### config.mk
export PLATFORM = sky130hd
export DESIGN_NAME = dll_gate_timer
export DESIGN_NICKNAME = d
export VERILOG_FILES = /design/src/rtl/dll_gate_pkg.sv /design/src/rtl/dll_cmd_decode.sv /design/src/rtl/dll_wait_timer.sv /design/src/rtl/dll_rule_check.sv /design/src/rtl/dll_gate_timer.sv
export SDC_FILE = /design/constraint.sdc
export NUM_CORES = 1
export LEC_CHECK = 0
export ABC_AREA = 1
export BUFFER_PORTS_ARGS = -buffer_cell sky130_fd_sc_hd__buf_2
export CAP_MARGIN = 15
export CORE_MARGIN = 4
export CORE_UTILIZATION = 30
export CTS_BUF_LIST = sky130_fd_sc_hd__clkbuf_2 sky130_fd_sc_hd__clkbuf_4 sky130_fd_sc_hd__clkbuf_8
export DETAILED_ROUTE_END_ITERATION = 7
export GPL_TIMING_DRIVEN = 0
export SLEW_MARGIN = 20
export SYNTH_ARGS = -nofsm -noshare
export SYNTH_HDL_FRONTEND = slang
export SYNTH_SLANG_ARGS = --single-unit
### constraint.sdc
create_clock -name clk -period 6.77 [get_ports clk]
set_input_delay 0.677 -clock clk [delete_from_list [all_inputs] [get_ports clk]]
set_output_delay 0.677 -clock clk [all_outputs]
set_load 0.01 [all_outputs]
### src/rtl/dll_gate_pkg.sv
`timescale 1ns/1ps
package dll_gate_pkg;

  typedef enum logic [2:0] {
    OP_OTHER    = 3'd0,
    OP_MODESET  = 3'd1,
    OP_READ     = 3'd2,
    OP_SR_ENTER = 3'd3,
    OP_SR_EXIT  = 3'd4
  } cmd_op_e;

  // bank-address value that selects the extended mode register (BA1=0, BA0=1)
  localparam logic [1:0] EXT_BANK_SEL = 2'b01;

  typedef struct packed {
    logic ext_write;   // extended mode write
    logic read;
    logic sr_enter;
    logic sr_exit;
    logic gated_nonread; // subject to the non-read wait
  } cmd_class_t;

  typedef struct packed {
    logic aux_en;
    logic drive_weak;
    logic dll_off;
  } ext_cfg_t;

endpackage

### src/rtl/dll_cmd_decode.sv
`timescale 1ns/1ps
module dll_cmd_decode
  import dll_gate_pkg::*;
(
  input  logic             cmd_valid,
  input  logic [2:0]       cmd_op,
  input  logic [1:0]       cmd_ba,
  output cmd_class_t       cls
);

  logic is_read, is_exit;

  always_comb begin
    is_read           = (cmd_op == OP_READ);
    is_exit           = (cmd_op == OP_SR_EXIT);
    cls.ext_write     = cmd_valid && (cmd_op == OP_MODESET) && (cmd_ba == EXT_BANK_SEL);
    cls.read          = cmd_valid && is_read;
    cls.sr_enter      = cmd_valid && (cmd_op == OP_SR_ENTER);
    cls.sr_exit       = cmd_valid && is_exit;
    cls.gated_nonread = cmd_valid && !is_read && !is_exit;
  end

endmodule

### src/rtl/dll_wait_timer.sv
`timescale 1ns/1ps
module dll_wait_timer #(
  parameter int CNT_W = 8
) (
  input  logic             clk,
  input  logic             rst_n,
  input  logic             restart,
  input  logic [CNT_W-1:0] limit,
  input  logic             gate,
  output logic             ready_q,
  output logic [CNT_W-1:0] count_q
);

  logic [CNT_W-1:0] count_d;
  logic             ready_d;

  always_comb begin
    if (restart)              count_d = '0;
    else if (count_q < limit) count_d = count_q + 1'b1;
    else                      count_d = count_q;
    // ready one cycle before the limit so the command at the limit edge is legal
    ready_d = gate && (count_d >= limit - 1'b1);
  end

  always_ff @(posedge clk) begin
    if (!rst_n) begin
      count_q <= '0;
      ready_q <= 1'b0;
    end else begin
      count_q <= count_d;
      ready_q <= ready_d;
    end
  end

  // the count never jumps by more than one unless restarted
  assert_count_step_R4: assert property (@(posedge clk) disable iff (!rst_n)
    !restart |=> (count_q == $past(count_q) || count_q == $past(count_q) + 1'b1));

  // a restart withdraws permission at once when the wait exceeds one cycle
  assert_restart_drops_R4: assert property (@(posedge clk) disable iff (!rst_n)
    (restart && limit > 1) |=> !ready_q);

endmodule

### src/rtl/dll_rule_check.sv
`timescale 1ns/1ps
module dll_rule_check
  import dll_gate_pkg::*;
(
  input  logic       clk,
  input  logic       rst_n,
  input  cmd_class_t cls,
  input  logic       rd_ready,
  input  logic       nrd_ready,
  input  logic       in_sr,
  input  logic       all_banks_idle,
  input  logic       err_clear,
  output logic       viol_pulse,
  output logic       viol_sticky
);

  logic illegal;

  always_comb begin
    illegal = (cls.read          && !rd_ready)  ||
              (cls.gated_nonread && !nrd_ready) ||
              (cls.sr_exit       && !in_sr)     ||
              (cls.ext_write     && !all_banks_idle);
  end

  always_ff @(posedge clk) begin
    if (!rst_n) begin
      viol_pulse  <= 1'b0;
      viol_sticky <= 1'b0;
    end else begin
      viol_pulse  <= illegal;
      viol_sticky <= (viol_sticky && !err_clear) || illegal;
    end
  end

  // every pulse is mirrored in the sticky bit
  assert_pulse_sets_sticky_R9: assert property (@(posedge clk) disable iff (!rst_n)
    viol_pulse |-> viol_sticky);

  // extended mode write with a busy bank is flagged
  assert_busy_write_flag_R3: assert property (@(posedge clk) disable iff (!rst_n)
    (cls.ext_write && !all_banks_idle) |=> viol_pulse);

  // without a clear the sticky bit never falls
  assert_sticky_holds_R9: assert property (@(posedge clk) disable iff (!rst_n)
    (viol_sticky && !err_clear) |=> viol_sticky);

endmodule

### src/rtl/dll_gate_timer.sv
`timescale 1ns/1ps
module dll_gate_timer
  import dll_gate_pkg::*;
#(
  parameter int RD_LOCK_CYC = 200,
  parameter int MRD_CYC     = 2,
  parameter int XSNR_CYC    = 10
) (
  input  logic       clk,
  input  logic       rst_n,
  input  logic       cmd_valid,
  input  logic [2:0] cmd_op,
  input  logic [1:0] cmd_ba,
  input  logic [2:0] cmd_addr,
  input  logic       all_banks_idle,
  input  logic       err_clear,
  output logic       dll_on,
  output logic       cfg_drive_weak,
  output logic       cfg_aux_en,
  output logic       rd_ready,
  output logic       nrd_ready,
  output logic       viol_pulse,
  output logic       viol_sticky
);

  localparam int RD_W   = $clog2(RD_LOCK_CYC + 1);
  localparam int NR_MAX = (XSNR_CYC > MRD_CYC) ? XSNR_CYC : MRD_CYC;
  localparam int NR_W   = $clog2(NR_MAX + 1);
  localparam logic [RD_W-1:0] RD_LIM  = RD_W'(RD_LOCK_CYC);
  localparam logic [NR_W-1:0] MRD_LIM = NR_W'(MRD_CYC);
  localparam logic [NR_W-1:0] XSN_LIM = NR_W'(XSNR_CYC);

  cmd_class_t cls;
  ext_cfg_t   cfg_q, cfg_d;
  logic       dll_on_q, dll_on_d;
  logic       in_sr_q, in_sr_d;
  logic [NR_W-1:0] nr_lim_q, nr_lim_d;
  logic       dll_en_evt, dll_dis_evt, sre_evt, srx_evt;
  logic       rd_restart, nr_restart, rd_gate, nr_gate;
  logic [RD_W-1:0] rd_count;
  logic [NR_W-1:0] nr_count;

  dll_cmd_decode u_decode (
    .cmd_valid (cmd_valid),
    .cmd_op    (cmd_op),
    .cmd_ba    (cmd_ba),
    .cls       (cls)
  );

  always_comb begin
    dll_en_evt  = cls.ext_write && !cmd_addr[0];
    dll_dis_evt = cls.ext_write &&  cmd_addr[0];
    sre_evt     = cls.sr_enter;
    srx_evt     = cls.sr_exit && in_sr_q;

    in_sr_d = in_sr_q;
    if (sre_evt)      in_sr_d = 1'b1;
    else if (srx_evt) in_sr_d = 1'b0;

    dll_on_d = dll_on_q;
    if (sre_evt)          dll_on_d = 1'b0;
    else if (srx_evt)     dll_on_d = 1'b1;
    else if (dll_en_evt)  dll_on_d = 1'b1;
    else if (dll_dis_evt) dll_on_d = 1'b0;

    cfg_d = cfg_q;
    if (cls.ext_write) cfg_d = ext_cfg_t'(cmd_addr);

    nr_lim_d = nr_lim_q;
    if (srx_evt)            nr_lim_d = XSN_LIM;
    else if (cls.ext_write) nr_lim_d = MRD_LIM;

    rd_restart = dll_en_evt || srx_evt;
    nr_restart = cls.ext_write || srx_evt;
    rd_gate    = dll_on_d && !in_sr_d;
    nr_gate    = !in_sr_d;
  end

  always_ff @(posedge clk) begin
    if (!rst_n) begin
      dll_on_q <= 1'b0;
      in_sr_q  <= 1'b0;
      cfg_q    <= '0;
      nr_lim_q <= MRD_LIM;
    end else begin
      dll_on_q <= dll_on_d;
      in_sr_q  <= in_sr_d;
      cfg_q    <= cfg_d;
      nr_lim_q <= nr_lim_d;
    end
  end

  dll_wait_timer #(.CNT_W(RD_W)) u_rd_timer (
    .clk     (clk),
    .rst_n   (rst_n),
    .restart (rd_restart),
    .limit   (RD_LIM),
    .gate    (rd_gate),
    .ready_q (rd_ready),
    .count_q (rd_count)
  );

  dll_wait_timer #(.CNT_W(NR_W)) u_nr_timer (
    .clk     (clk),
    .rst_n   (rst_n),
    .restart (nr_restart),
    .limit   (nr_lim_d),
    .gate    (nr_gate),
    .ready_q (nrd_ready),
    .count_q (nr_count)
  );

  dll_rule_check u_rules (
    .clk            (clk),
    .rst_n          (rst_n),
    .cls            (cls),
    .rd_ready       (rd_ready),
    .nrd_ready      (nrd_ready),
    .in_sr          (in_sr_q),
    .all_banks_idle (all_banks_idle),
    .err_clear      (err_clear),
    .viol_pulse     (viol_pulse),
    .viol_sticky    (viol_sticky)
  );

  assign dll_on         = dll_on_q;
  assign cfg_drive_weak = cfg_q.drive_weak;
  assign cfg_aux_en     = cfg_q.aux_en;

  // read permission requires a running DLL
  assert_rd_needs_dll_R7: assert property (@(posedge clk) disable iff (!rst_n)
    rd_ready |-> dll_on_q);

  // nothing but an exit is permitted inside self refresh
  assert_sr_quiet_R6: assert property (@(posedge clk) disable iff (!rst_n)
    in_sr_q |-> (!rd_ready && !nrd_ready));

  // self-refresh entry always turns the DLL off
  assert_sre_drops_dll_R6: assert property (@(posedge clk) disable iff (!rst_n)
    sre_evt |=> !dll_on_q);

  // stored settings move only on an extended mode write
  assert_cfg_stable_R1: assert property (@(posedge clk) disable iff (!rst_n)
    !cls.ext_write |=> $stable(cfg_q));

  // read permission implies the lock count has nearly finished
  assert_rd_after_lock_R4: assert property (@(posedge clk) disable iff (!rst_n)
    rd_ready |-> (rd_count >= RD_LIM - 1'b1));

  // non-read permission implies the selected wait has nearly elapsed
  assert_nr_after_wait_R5: assert property (@(posedge clk) disable iff (!rst_n)
    nrd_ready |-> (nr_count >= nr_lim_q - 1'b1));

endmodule

* Yosys cells after proc, flatten, opt, wreduce, memory -nomap -nowiden
Index checks and enable logic that the tools add are counted.
Cells by class: add/sub/neg operators 3, magnitude comparators 4, equality and inequality tests 5, multiplexer cells 12, reductions and logical operators 33
Operators with widths (count):
- 1-bit logical AND | 18
- 4-bit two-way mux | 4
- 8-bit two-way mux | 2
- 1-bit zero test | 9
- 8-bit by 1-bit adder with 8-bit output (second input constant) | 1
- 8-bit greater-or-equal comparator (second input constant) | 1
- 8-bit < comparator (second input constant) | 1
- 3-bit by 2-bit equality test with 1-bit output (second input constant) | 2
- 1-bit logical OR | 6
- 1-bit two-way mux | 6
- 4-bit by 1-bit adder with 4-bit output (second input constant) | 1
- 4-bit greater-or-equal comparator | 1
- 4-bit < comparator | 1
- 4-bit by 1-bit subtractor with 4-bit output (second input constant) | 1
- 3-bit by 1-bit equality test with 1-bit output (second input constant) | 1
- 3-bit equality test (second input constant) | 1
- 2-bit by 1-bit equality test with 1-bit output (second input constant) | 1
Word-level totals: bits in registers 24, input bits 13, output and inout bits 7

* Logic depth before layout (Yosys ltp)
Gate-level depths: netlist (run 1).
word-level depth 10, depth in mapped cells 20

* Cells and area by module
A second synthesis (run 1) with hierarchy kept.
Second synthesis, totals: cells, all modules 309, area, all modules 1986.9 sq um
By module, submodules not included:
- dll_wait_timer (u_rd_timer) | times used 1, cells each 161, area each 996.0 sq um, sequential area each 180.2 sq um
- dll_wait_timer (u_nr_timer) | times used 1, cells each 71, area each 485.5 sq um, sequential area each 100.1 sq um
- dll_gate_timer | times used 1, cells each 45, area each 330.3 sq um, sequential area each 160.2 sq um
- dll_rule_check | times used 1, cells each 16, area each 101.3 sq um, sequential area each 40.0 sq um
- dll_cmd_decode | times used 1, cells each 16, area each 73.8 sq um, sequential area each 0.0 sq um

* Worst setup path before layout (run 1)
No wires, ideal clock.
path kind input to register, start point input cmd_ba[0], end point register u_nr_timer.ready_q, setup time 119 ps, arrival 2807 ps, required time 6651 ps, path slack 3844 ps, cell stages on the path 16, cell sequence inv_1 > nor2_1 > nand3_4 > a21boi_1 > ha_1 > a21oi_1 > nand2_2 > nand2_1 > nand3_1 > inv_1 > ha_1 > a21boi_0 > o21ai_0 > nand2_1 > a21oi_1 > nor3_1
Between the ends: cells in the longest elaborated chain, start to end 9, elaborated cells between the ends (all ways) 11, classes of those cells add/sub: 1; order compare: 2; eq/ne: 1; mux: 4; reduce/logical: 3
Ends and longest elaborated chain:
- from (decl) | RTL line dll_gate_timer.sv:13 | input logic [1:0] cmd_ba,
- 2-bit by 1-bit equality test with 1-bit output * | RTL line dll_cmd_decode.sv:16 | cls.ext_write = cmd_valid && (cmd_op == OP_MODESET) && (cmd_ba == EXT_BANK_SEL);
- 1-bit logical AND * | RTL line dll_cmd_decode.sv:16
- 4-bit two-way mux | RTL line dll_gate_timer.sv:71 | else if (cls.ext_write) nr_lim_d = MRD_LIM;
- 4-bit two-way mux | RTL line dll_gate_timer.sv:70 | if (srx_evt) nr_lim_d = XSN_LIM;
- 4-bit < comparator | RTL line dll_wait_timer.sv:19 | else if (count_q < limit) count_d = count_q + 1'b1;
- 4-bit two-way mux | RTL line dll_wait_timer.sv:19
- 4-bit two-way mux * | RTL line dll_wait_timer.sv:18 | if (restart) count_d = '0;
- net u_nr_timer.count_d[1] | RTL line dll_wait_timer.sv:14 | logic [CNT_W-1:0] count_d;
- 4-bit greater-or-equal comparator * | RTL line dll_wait_timer.sv:22 | ready_d = gate && (count_d >= limit - 1'b1);
- 1-bit logical AND * | RTL line dll_wait_timer.sv:22
- to (signal assigned) | RTL line dll_wait_timer.sv:31 | ready_q <= ready_d;
- to (decl) | RTL line dll_wait_timer.sv:10 | output logic ready_q,
The timed path passes the listed nets; every way through them passes the cells marked *. A chain may end at the register's enable or synchronous reset.

* Final worst setup path (run 1)
start point input cmd_valid, end point register u_nr_timer.ready_q
Between the ends: cells in the longest elaborated chain, start to end 9, elaborated cells between the ends (all ways) 17, classes of those cells add/sub: 1; order compare: 2; mux: 6; reduce/logical: 8
Ends and longest elaborated chain:
- from (decl) | RTL line dll_gate_timer.sv:11 | input logic cmd_valid,
- 1-bit logical AND (2 in a row) | RTL line dll_cmd_decode.sv:16
- 4-bit two-way mux | RTL line dll_gate_timer.sv:71
- 4-bit two-way mux | RTL line dll_gate_timer.sv:70
- 4-bit < comparator | RTL line dll_wait_timer.sv:19
- 4-bit two-way mux | RTL line dll_wait_timer.sv:19
- 4-bit two-way mux * | RTL line dll_wait_timer.sv:18
- net u_nr_timer.count_d[1] | RTL line dll_wait_timer.sv:14
- 4-bit greater-or-equal comparator * | RTL line dll_wait_timer.sv:22
- 1-bit logical AND * | RTL line dll_wait_timer.sv:22
Marks and branches as above.

==> results of run 1 <==
-- synthesized netlist by cell type --
cell	instances	area share, %
o21ai_0	6	2.3
nand2_1	24	6.8
nor4_1	1	0.47
a21boi_0	1	0.57
nand3_4	1	1.3
nor2_1	31	8.8
o221ai_1	1	0.66
nand3_2	3	2.3
nor2_2	3	1.4
xnor2_1	3	2.0
a21oi_1	7	2.6
clkbuf_1	1	0.28
o21ai_1	2	0.75
dfxtp_1	24	36
nand3_1	14	5.3
nor3_1	6	2.3
inv_1	25	7.1
nor2_4	1	0.85
nand3b_1	2	1.1
a21boi_1	1	0.57
o211ai_1	1	0.57
nand4_2	1	0.94
nand2_2	5	2.4
ha_1	8	7.5
and2_1	1	0.47
xor2_1	4	2.6
nand2_4	1	0.85
clkinv_1	1	0.28
nand4_1	1	0.47
inv_2	1	0.28
-- logic make-up (layout without fill, tap and decap cells) --
| logic type | count (synthesis) | after routing | synth area share [%] |
|---|---|---|---|
| AO/OA/AOI/OAI | 19 | 19 | 8.02 |
| adder cells (fa/ha/maj) | 8 | 8 | 7.55 |
| buffers and inverters | 28 | 51 | 7.92 |
| AND/OR/NAND/NOR | 95 | 95 | 35.7 |
| flip-flops | 24 | 24 | 36.2 |
| XOR/XNOR | 7 | 7 | 4.62 |
-- how the worst max path moves through the flow --
stage,from,end,cells past startpoint
after detailed placement,cmd_valid,u_nr_timer.ready_q$_SDFF_PN0_,21
after global routing,cmd_op[0],u_nr_timer.ready_q$_SDFF_PN0_,21
after global placement,cmd_valid,u_nr_timer.ready_q$_SDFF_PN0_,21
final,cmd_valid,u_nr_timer.ready_q$_SDFF_PN0_,21
after floorplan,cmd_ba[0],u_nr_timer.ready_q$_SDFF_PN0_,16
after CTS,cmd_valid,u_nr_timer.ready_q$_SDFF_PN0_,21
-- layer usage --
layer / up-vias / share of wire (%) / global-route usage, %
met5: - / 0 / 0
met3: 5 / 6.1 / 1.89
met2: 23 / 38 / 15.5
met4: 0 / 2.3 / 5.34
met1: 488 / 53 / 14.0
li1: 629 / - / -
-- state kept, by name (all words and copies together), names as in the netlist --
| name | flops |
|---|---|
| cfg_drive_weak | 1 |
| cfg_aux_en | 1 |
| u_nr_timer.ready_q | 1 |
| dll_on | 1 |
| u_rd_timer.ready_q | 1 |
| u_nr_timer.count_q | 4 |
| in_sr_q | 1 |
| u_rd_timer.count_q | 8 |
| u_rules.viol_sticky | 1 |
| nr_lim_q | 4 |
| u_rules.viol_pulse | 1 |
-- power by group through the flow --
stage | clock, mW | sequential (mW) | combinational [mW]
final | 0.0976 | 0.168 | 0.131
after floorplan | 0 | 0.171 | 0.100
after CTS | 0.102 | 0.168 | 0.133
after detailed placement | 0 | 0.171 | 0.133
after global placement | 0 | 0.171 | 0.132
after global routing | 0.107 | 0.171 | 0.159
-- critical path: cells and delay by family --
family          cells  cell delay [ns]
compound gates      4             0.63
buf+inv             4             0.47
fa+ha+maj           2             0.57
simple gates       11             0.98
-- metrics by stage --
stage | cells | hold slack [ns] | setup WS, ns
after floorplan | 181 | 0.450 | 3.84
after global placement | 250 | 0.467 | 3.30
after detailed placement | 250 | 0.476 | 3.30
after CTS | 254 | 0.498 | 3.59
after global routing | 254 | 0.524 | 3.30
final | 254 | 0.487 | 3.61
-- area by class of cell --
cell class,instances,area (um^2)
inverters,27,101
fillers,444,2610
repair buffers,19,95.1
flip-flops and latches,24,480
plain buffers,1,3.75
multi-input cells,129,741
well taps,50,62.6
clock buffers,4,55.1
==> metrics, run 1 <==
DR vias 1145; critical path fanouts, max 10; most frequent cells in the layout 31 x nor2_1, 25 x inv_1, 24 x nand2_1, 24 x dfxtp_1, 19 x buf_2; Max Fclk 0.316 GHz; fraction of layout cells with a size suffix above 1 19.1%; final WL 2.69 mm; synth unique cells 30; CTS tree yes; Tot GR Track Use 10.3%; Seq/Total Area, Yosys 36.2%; # port buffers 19; hold buffer count at CTS 0; most frequent CP cell nand2_1; P_int 263 uW; status finished clean; Initial Util 32.0%; Crit Path Class input port to flop; R2R cell count 18; root buffer cell clkbuf_8; Rows 23; final setup fails 0; Max Cap Viol 0; Clock Tree Buf Depth 2; Setup Buffers After CTS 0; I/O Pins 20; peak supply drop 0.0792 mV; Reg2Reg Setup Slack 3.91 ns; Mapped Nets 202; P_leak 0.764 nW; Finished Core Util 37.1%; initial antenna violation count 0; Synth Instances 181; total grt overflow 0; antenna-violating nets left 0; die width 74.5 um; DP HPWL 2.09 mm; Critical Path Sink Type flop; Hold Path Cell Cnt 2; RSZ-0062 raised after global routing no; Switching Fraction 33.7%; Syn Area/Cell 7.33 um^2; PwrDens 258 nW/um^2; final instance area 1540 um^2; clk slew on worst S/H paths 0.09 ns; Setup Skew 0.00633 ns; DRC 0; clock network fraction of total power 24.6%; Critical Path, Cell by Cell buf_2, inv_2, nor2_4, nand3_4, nand2_1, inv_1, nand2_1, ha_1, nand2_1, a21oi_1, nand2_4, nand2_2, nand2_1, nand3_1, inv_1, ha_1, a21boi_0, o21ai_0, nand2_1, a21oi_1, nor3_1; GP Congestion 0.846; Slew @ Worst Pin 0.551 ns; CP Launch Type input port; HP Start cfg_aux_en$_SDFFE_PN0P_; Ant. Diodes 0; r2r startpoint in_sr_q$_SDFF_PN0_; die height 74.5 um; Comb pwr share 33.1%; Crit path arrival time 3.33 ns; r2r endpoint u_nr_timer.ready_q$_SDFF_PN0_; hold path endpoint cfg_aux_en$_SDFFE_PN0P_; Post-DP Area 1480 um^2; Setup TNS 0 ns; number of global-route vias before repair 1008; Clk Latency, worst-skew pair 0.27 ns; Slowest cell on crit path ha_1; part of the power in registers 42.3%; Final Cycle Share 46.7%; CP required 6.94 ns; average wire per standard cell 10.6 um; die area 5550 um^2; Final nets 226; H-tree depth 1; Via density 4.51; Synth Cell Area 1330 um^2; CP max stage delay 0.30 ns; number of synthesized register bits 24; clock sinks 24; total power 397 uW; Psw 134 uW; DR pass1 iterations 4; Synth warnings 0; cts repair resizes 0; total CTS buffers 3; Slew Viols, Final 0; first-pass GRT wire length 4.45 mm; Hold Vio Cnt, Final 0; Layout area overhead 16.0%; final worst path period need 3.16 ns; largest net degree at the start of global routing 14; Slew headroom 63.3%; leading cell type in the layout, fill and taps excluded nor2_1; Initial DRC Count 44; hold crit path type flop to flop; core area 4140 um^2
No activity file was read; power rests on OpenSTA's default activity.
==> inputs of run 2 (changes only) <==
Settings changed: ABC_AREA 1 to 0.
Clock period 6.77 ns to 2.9 ns, I/O delays scaled along.
==> run 2 against run 1 <==
  * The run now ends with negative setup slack left
  * Register-to-register slack got worse by 4.1 ns
  * Sequential power rose by 140%
  * Cell count rose by 8.7%
  * Clock power rose by 140%
  * Via count rose by 23%
  * Clock-buffer cell count did not move
  * Largest cell class unchanged
==> metrics, run 2 <==
status complete, but fails checks; failing checks negative setup slack; Post-synth top cells 24 x dfxtp_1, 22 x nor2_1, 13 x nand2_1; Clk Latency, worst-skew pair 0.27 ns; Rows 25; HP Start cmd_addr[2]; Post-Layout Cell Count 276; antenna-violating nets left 0; Post-synth ARST share 0%; most frequent cells in the layout 23 x dfxtp_1, 21 x nor2_1, 19 x buf_2; CP Depth 16; hold crit path type input port to flop; die height 78.9 um; P_leak 0.827 nW; Max Cap Viol 0; PwrDens 560 nW/um^2; delay-heaviest family, CP compound AO/OA/AOI/OAI gates; Finished Core Util 40.9%; Synth Cell Area 1510 um^2; worst setup slack after layout -0.201 ns; r2r endpoint u_nr_timer.ready_q$_SDFF_PN0_; Setup TNS -0.201 ns; clk slew on worst S/H paths 0.09 ns; Max Fclk 0.322 GHz; Crit path arrival time 3.26 ns; Critical Path, Cell by Cell or2b_4, o22a_1, buf_8, nand2_4, ha_4, nand2_4, nor3b_4, a211oi_4, nand4_1, nor2b_2, ha_1, nand2b_4, a21o_1, a21o_1, a21oi_2, nor3_2; first-pass GRT wire length 6.02 mm; # port buffers 19; Place WS -0.605 ns; DP HPWL 2.59 mm; Reg2Reg Setup Slack -0.20 ns; Seq/Total Area, Yosys 31.9%; Final Cycle Share 107%; placed cell count 261; Tot GR Track Use 12.0%; Syn Area/Cell 8.61 um^2; Slew @ Worst Pin 0.472 ns; critical path fanouts, max 5; r2r startpoint in_sr_q$_SDFF_PN0_; number of global-route vias before repair 1332; final WL 3.73 mm; RSZ-0062 raised after global routing yes; Initial Util 31.5%; final worst path period need 3.10 ns; number of synthesized register bits 24; number of synthesized flops with an enable pin 0; Via density 5.10; Fillers 488; Layout area overhead 30.0%; Top FF cell, synth dfxtp_1; max reg flops 8; Critical Path Sink Type flop; peak supply drop 0.397 mV; GP Congestion 0.780; average wire per standard cell 13.5 um; I/O Pins 20; CP max stage delay 0.35 ns; Synth Instances 175; biggest regs u_rd_timer.count_q: 8 flops, nr_lim_q: 4 flops, u_nr_timer.count_q: 4 flops; CP Launch Type flop; synth unique cells 55; Initial DRC Count 44; CTS tree yes; leading cell type in the layout, fill and taps excluded dfxtp_1; Crit Path Class flop to flop; dominant cell type by area after synthesis dfxtp_1; DRC 0; Hold Vio Cnt, Final 0; fraction of layout cells with a size suffix above 1 35.9%; total grt overflow 0; largest net degree at the start of global routing 14; Clock Tree Buf Depth 2; initial antenna violation count 0; Synth area leaders dfxtp_1 32%, ha_1 6.6%, nor2_1 5.5%, xor2_1 4.1%, a21oi_1 4.0%; DR vias 1407; die width 78.9 um; final setup fails 1; Worst Setup EP u_nr_timer.ready_q$_SDFF_PN0_; Setup Skew 0.000893 ns; Critical Path Start in_sr_q$_SDFF_PN0_; total power 1.10 mW; core area 4790 um^2; clock sinks 24; Ant. Diodes 0; root buffer cell clkbuf_8; R2R cell count 16; Biggest register u_rd_timer.count_q; Synth warnings 0; Slew headroom 68.4%; Final nets 231; total CTS buffers 3; DR pass1 iterations 4; Slowest cell on crit path dfxtp_2; CP Buf/Inv Count 1; Slew Viols, Final 0; die area 6220 um^2; CP required 3.06 ns; most common cell in the synthesized netlist dfxtp_1; Mapped Nets 196; hold buffer count at CTS 0; Synth top area share 31.9%; H-tree depth 1
[run 2: changes by cell type after synthesis, moves of 4 or more]
| cell | change |
|---|---|
| nor2_1 | -9 |
| nand2_1 | -11 |
| a31o_2 | +5 |
| nand3_1 | -11 |
| a21oi_1 | +5 |
| nand2_2 | -4 |
| mux2i_1 | +4 |
| and3_1 | +5 |
| inv_1 | -20 |
| a21o_1 | +4 |
[run 2: cell families after synthesis]
kind of cell	count (synthesis)	synth area share, %
and+or+nand+nor	74	26.6
AOI/OAI and AO/OA	46	24.0
DFF	24	31.9
buffers and inverters	11	3.57
xor gates and xnor gates	8	4.65
adders and majority gates	8	6.64
muxes	4	2.66
[run 2: area by class of cell]
type,count,area [um^2],area share [%]
Multi-Input combinational cell,140,1090,55.6
Sequential cell,24,482,24.6
Timing Repair Buffer,31,191,9.78
Tap cell,67,83.8,4.28
Clock buffer,4,55.1,2.81
Buffer,5,38.8,1.98
Inverter,5,18.8,0.958
[run 2: metrics by stage]
stage,hold WS [ns],instance area [um^2]
after CTS,0.254,1880
after global routing,0.266,1960
after floorplan,0.412,1560
final,0.252,1960
after detailed placement,0.467,1730
after global placement,0.469,1730
[run 2: worst min-delay path by stage]
stage / to / slack [ns] / depth (start not counted)
4_1_cts: cfg_aux_en$_SDFFE_PN0P_ / 0.25 / 3
5_1_grt: cfg_drive_weak$_SDFFE_PN0P_ / 0.27 / 3
2_1_floorplan: in_sr_q$_SDFF_PN0_ / 0.41 / 1
3_3_place_gp: u_rules.viol_sticky$_SDFF_PN0_ / 0.47 / 1
3_5_place_dp: u_rules.viol_sticky$_SDFF_PN0_ / 0.47 / 1
6_report: cfg_aux_en$_SDFFE_PN0P_ / 0.25 / 3
[run 2: power by group]
group / switching (mW) / internal (mW)
logic: 0.207 / 0.254
clock network: 0.113 / 0.121
registers: 0.0398 / 0.362
total: 0.359 / 0.737
[run 2: routing by layer]
metal  global-route usage (%)  up-vias  part of all wire, %
li1                         -      714                    -
met1                     16.0      651                   46
met2                     19.1       32                   47
met3                     2.27       10                  3.3
met4                     4.64        0                  3.4
met5                        0        -                    0
[run 2: what timing repair did]
action / 4_1_cts / 5_1_grt
endpoints found under the setup margin: 1 / 1
pin swaps: 7 / 11
buffers inserted: 7 / 5
resized for setup: 9 / 13
[run 2: worst min-delay path, stage by stage]
cell     delay, ns
buf_2         0.07
mux2i_1       0.05
nor2_1        0.07
==> inputs of run 3 (changes only) <==
Settings changed: RECOVER_POWER set to 50, SLEW_MARGIN 20 to unset.
==> run 3 against run 2 <==
  * Total power barely moved
  * Clock power barely moved
  * Register-to-register slack barely moved
  * The run still ends with negative setup slack left
  * Cell area fell by 0.38%
  * Critical path type unchanged
  * Highest routed layer unchanged
  * Critical endpoint unchanged
==> metrics, run 3 (same netlist as run 2, synthesis figures left out) <==
status complete, but fails checks; failing checks negative setup slack; Clock Tree Buf Depth 2; clock sinks 24; die width 78.9 um; Crit path arrival time 3.26 ns; biggest regs u_rd_timer.count_q: 8 flops, nr_lim_q: 4 flops, u_nr_timer.count_q: 4 flops; R2R cell count 16; critical path fanouts, max 5; DP HPWL 2.59 mm; root buffer cell clkbuf_8; Max Fclk 0.322 GHz; die area 6220 um^2; Ant. Diodes 0; Layout area overhead 29.5%; Initial Util 31.5%; delay-heaviest family, CP compound AO/OA/AOI/OAI gates; Critical Path Sink Type flop; largest net degree at the start of global routing 14; P_leak 0.802 nW; GP Congestion 0.780; first-pass GRT wire length 6.02 mm; Setup Skew 0.000893 ns; hold path endpoint cfg_drive_weak$_SDFFE_PN0P_; peak supply drop 0.397 mV; clk slew on worst S/H paths 0.09 ns; CP required 3.06 ns; final setup fails 1; total grt overflow 0; Slew headroom 68.4%; # port buffers 19; DR vias 1407; max reg flops 8; Comb pwr share 41.9%; Clk Latency, worst-skew pair 0.27 ns; fraction of layout cells with a size suffix above 1 33.0%; most frequent cells in the layout 23 x dfxtp_1, 21 x nor2_1, 13 x buf_2; antenna-violating nets left 0; final worst path period need 3.10 ns; Critical Path, Cell by Cell or2b_4, o22a_1, buf_8, nand2_4, ha_4, nand2_4, nor3b_4, a211oi_4, nand4_1, nor2b_2, ha_1, nand2b_4, a21o_1, a21o_1, a21oi_2, nor3_2; Crit Path Class flop to flop; Hold Vio Cnt, Final 0; initial antenna violation count 0; leading cell type in the layout, fill and taps excluded dfxtp_1; Setup TNS -0.201 ns; hold buffer count at CTS 0; number of global-route vias before repair 1332; I/O Pins 20; die height 78.9 um; Initial DRC Count 46; CP Launch Type flop; part of the power in registers 36.7%; DR pass1 iterations 4; final instance area 1950 um^2; final WL 3.74 mm; core area 4790 um^2; Biggest register u_rd_timer.count_q; Switching Fraction 32.8%; Final Cycle Share 107%; Via density 5.10; Post-DP Area 1730 um^2; Rows 25; RSZ-0062 raised after global routing yes; worst setup slack after layout -0.201 ns; r2r endpoint u_nr_timer.ready_q$_SDFF_PN0_; Reg2Reg Setup Slack -0.20 ns; Psw 359 uW; Slew Viols, Final 0; Slew @ Worst Pin 0.472 ns; P_int 736 uW; Tot GR Track Use 12.0%; r2r startpoint in_sr_q$_SDFF_PN0_; CP max stage delay 0.35 ns; HP Start cmd_addr[1]; H-tree depth 1; total CTS buffers 3; Finished Core Util 40.8%; Max Cap Viol 0; PwrDens 561 nW/um^2; CP Buf/Inv Count 1; hold crit path type input port to flop; DRC 0; clock network fraction of total power 21.4%; Hold Path Cell Cnt 3; Slowest cell on crit path dfxtp_2; CTS tree yes; average wire per standard cell 13.6 um; Final nets 231
## run 3: changes by cell type in the layout (fill, tap and decap cells not counted)
cell,delta
buf_2,-6
clkbuf_1,+6
## run 3: area by class of cell
cell class	count	area, um^2
sequential	24	482
buffer	5	38.8
timing repair buffer	31	184
inverter	5	18.8
fill	492	2840
multi-input combinational	140	1090
clock buffer	4	55.1
tap	67	83.8
## run 3: worst reg2reg max path, cell delays in order (launching register included)
cell and delay, ns:
dfxtp_2 0.35, or2b_4 0.29, o22a_1 0.24, buf_8 0.14, nand2_4 0.06, ha_4 0.21, nand2_4 0.09, nor3b_4 0.05
a211oi_4 0.31, nand4_1 0.12, nor2b_2 0.18, ha_1 0.28, nand2b_4 0.13, a21o_1 0.14, a21o_1 0.19, a21oi_2 0.16
nor3_2 0.05
## run 3: power groups by stage
stage | Clock (mW) | Combinational (mW) | Sequential, mW
after floorplan | 0 | 0.251 | 0.403
after global placement | 0 | 0.325 | 0.405
after detailed placement | 0 | 0.328 | 0.406
after CTS | 0.238 | 0.371 | 0.399
after global routing | 0.256 | 0.507 | 0.409
final | 0.234 | 0.459 | 0.402
## run 3: per-layer routing
layer / GRT usage, % / share of wire, %
met1: 16.0 / 46
met2: 19.1 / 47
met3: 2.27 / 3.4
met4: 4.64 / 3.4
met5: 0 / 0
## run 3: stage by stage
step / setup slack [ns] / power (mW) / cells / hold slack (ns)
after detailed placement: -0.605 / 0.734 / 261 / 0.467
after floorplan: -0.187 / 0.654 / 175 / 0.412
after CTS: -0.186 / 1.01 / 272 / 0.254
final: -0.201 / 1.09 / 276 / 0.250
after global routing: -0.309 / 1.17 / 276 / 0.266
after global placement: -0.584 / 0.730 / 261 / 0.469
## run 3: worst max-delay path by stage
stage,from,endpoint,slack [ns],cells after the start
CTS,cmd_op[1],u_nr_timer.ready_q$_SDFF_PN0_,-0.19,17
floorplan,cmd_ba[1],u_nr_timer.ready_q$_SDFF_PN0_,-0.19,15
global placement,cmd_op[1],u_nr_timer.ready_q$_SDFF_PN0_,-0.58,16
detailed placement,cmd_op[1],u_nr_timer.ready_q$_SDFF_PN0_,-0.60,16
finish,in_sr_q$_SDFF_PN0_,u_nr_timer.ready_q$_SDFF_PN0_,-0.20,16
global route,in_sr_q$_SDFF_PN0_,u_nr_timer.ready_q$_SDFF_PN0_,-0.31,16
## run 3: what timing repair did
| item | in CTS | in global routing |
|---|---|---|
| gates resized for setup | 9 | 13 |
| endpoints found under the hold margin | 0 | 0 |
| buffers inserted | 7 | 5 |
| pin swaps | 7 | 11 |
| setup endpoints to repair | 1 | 1 |
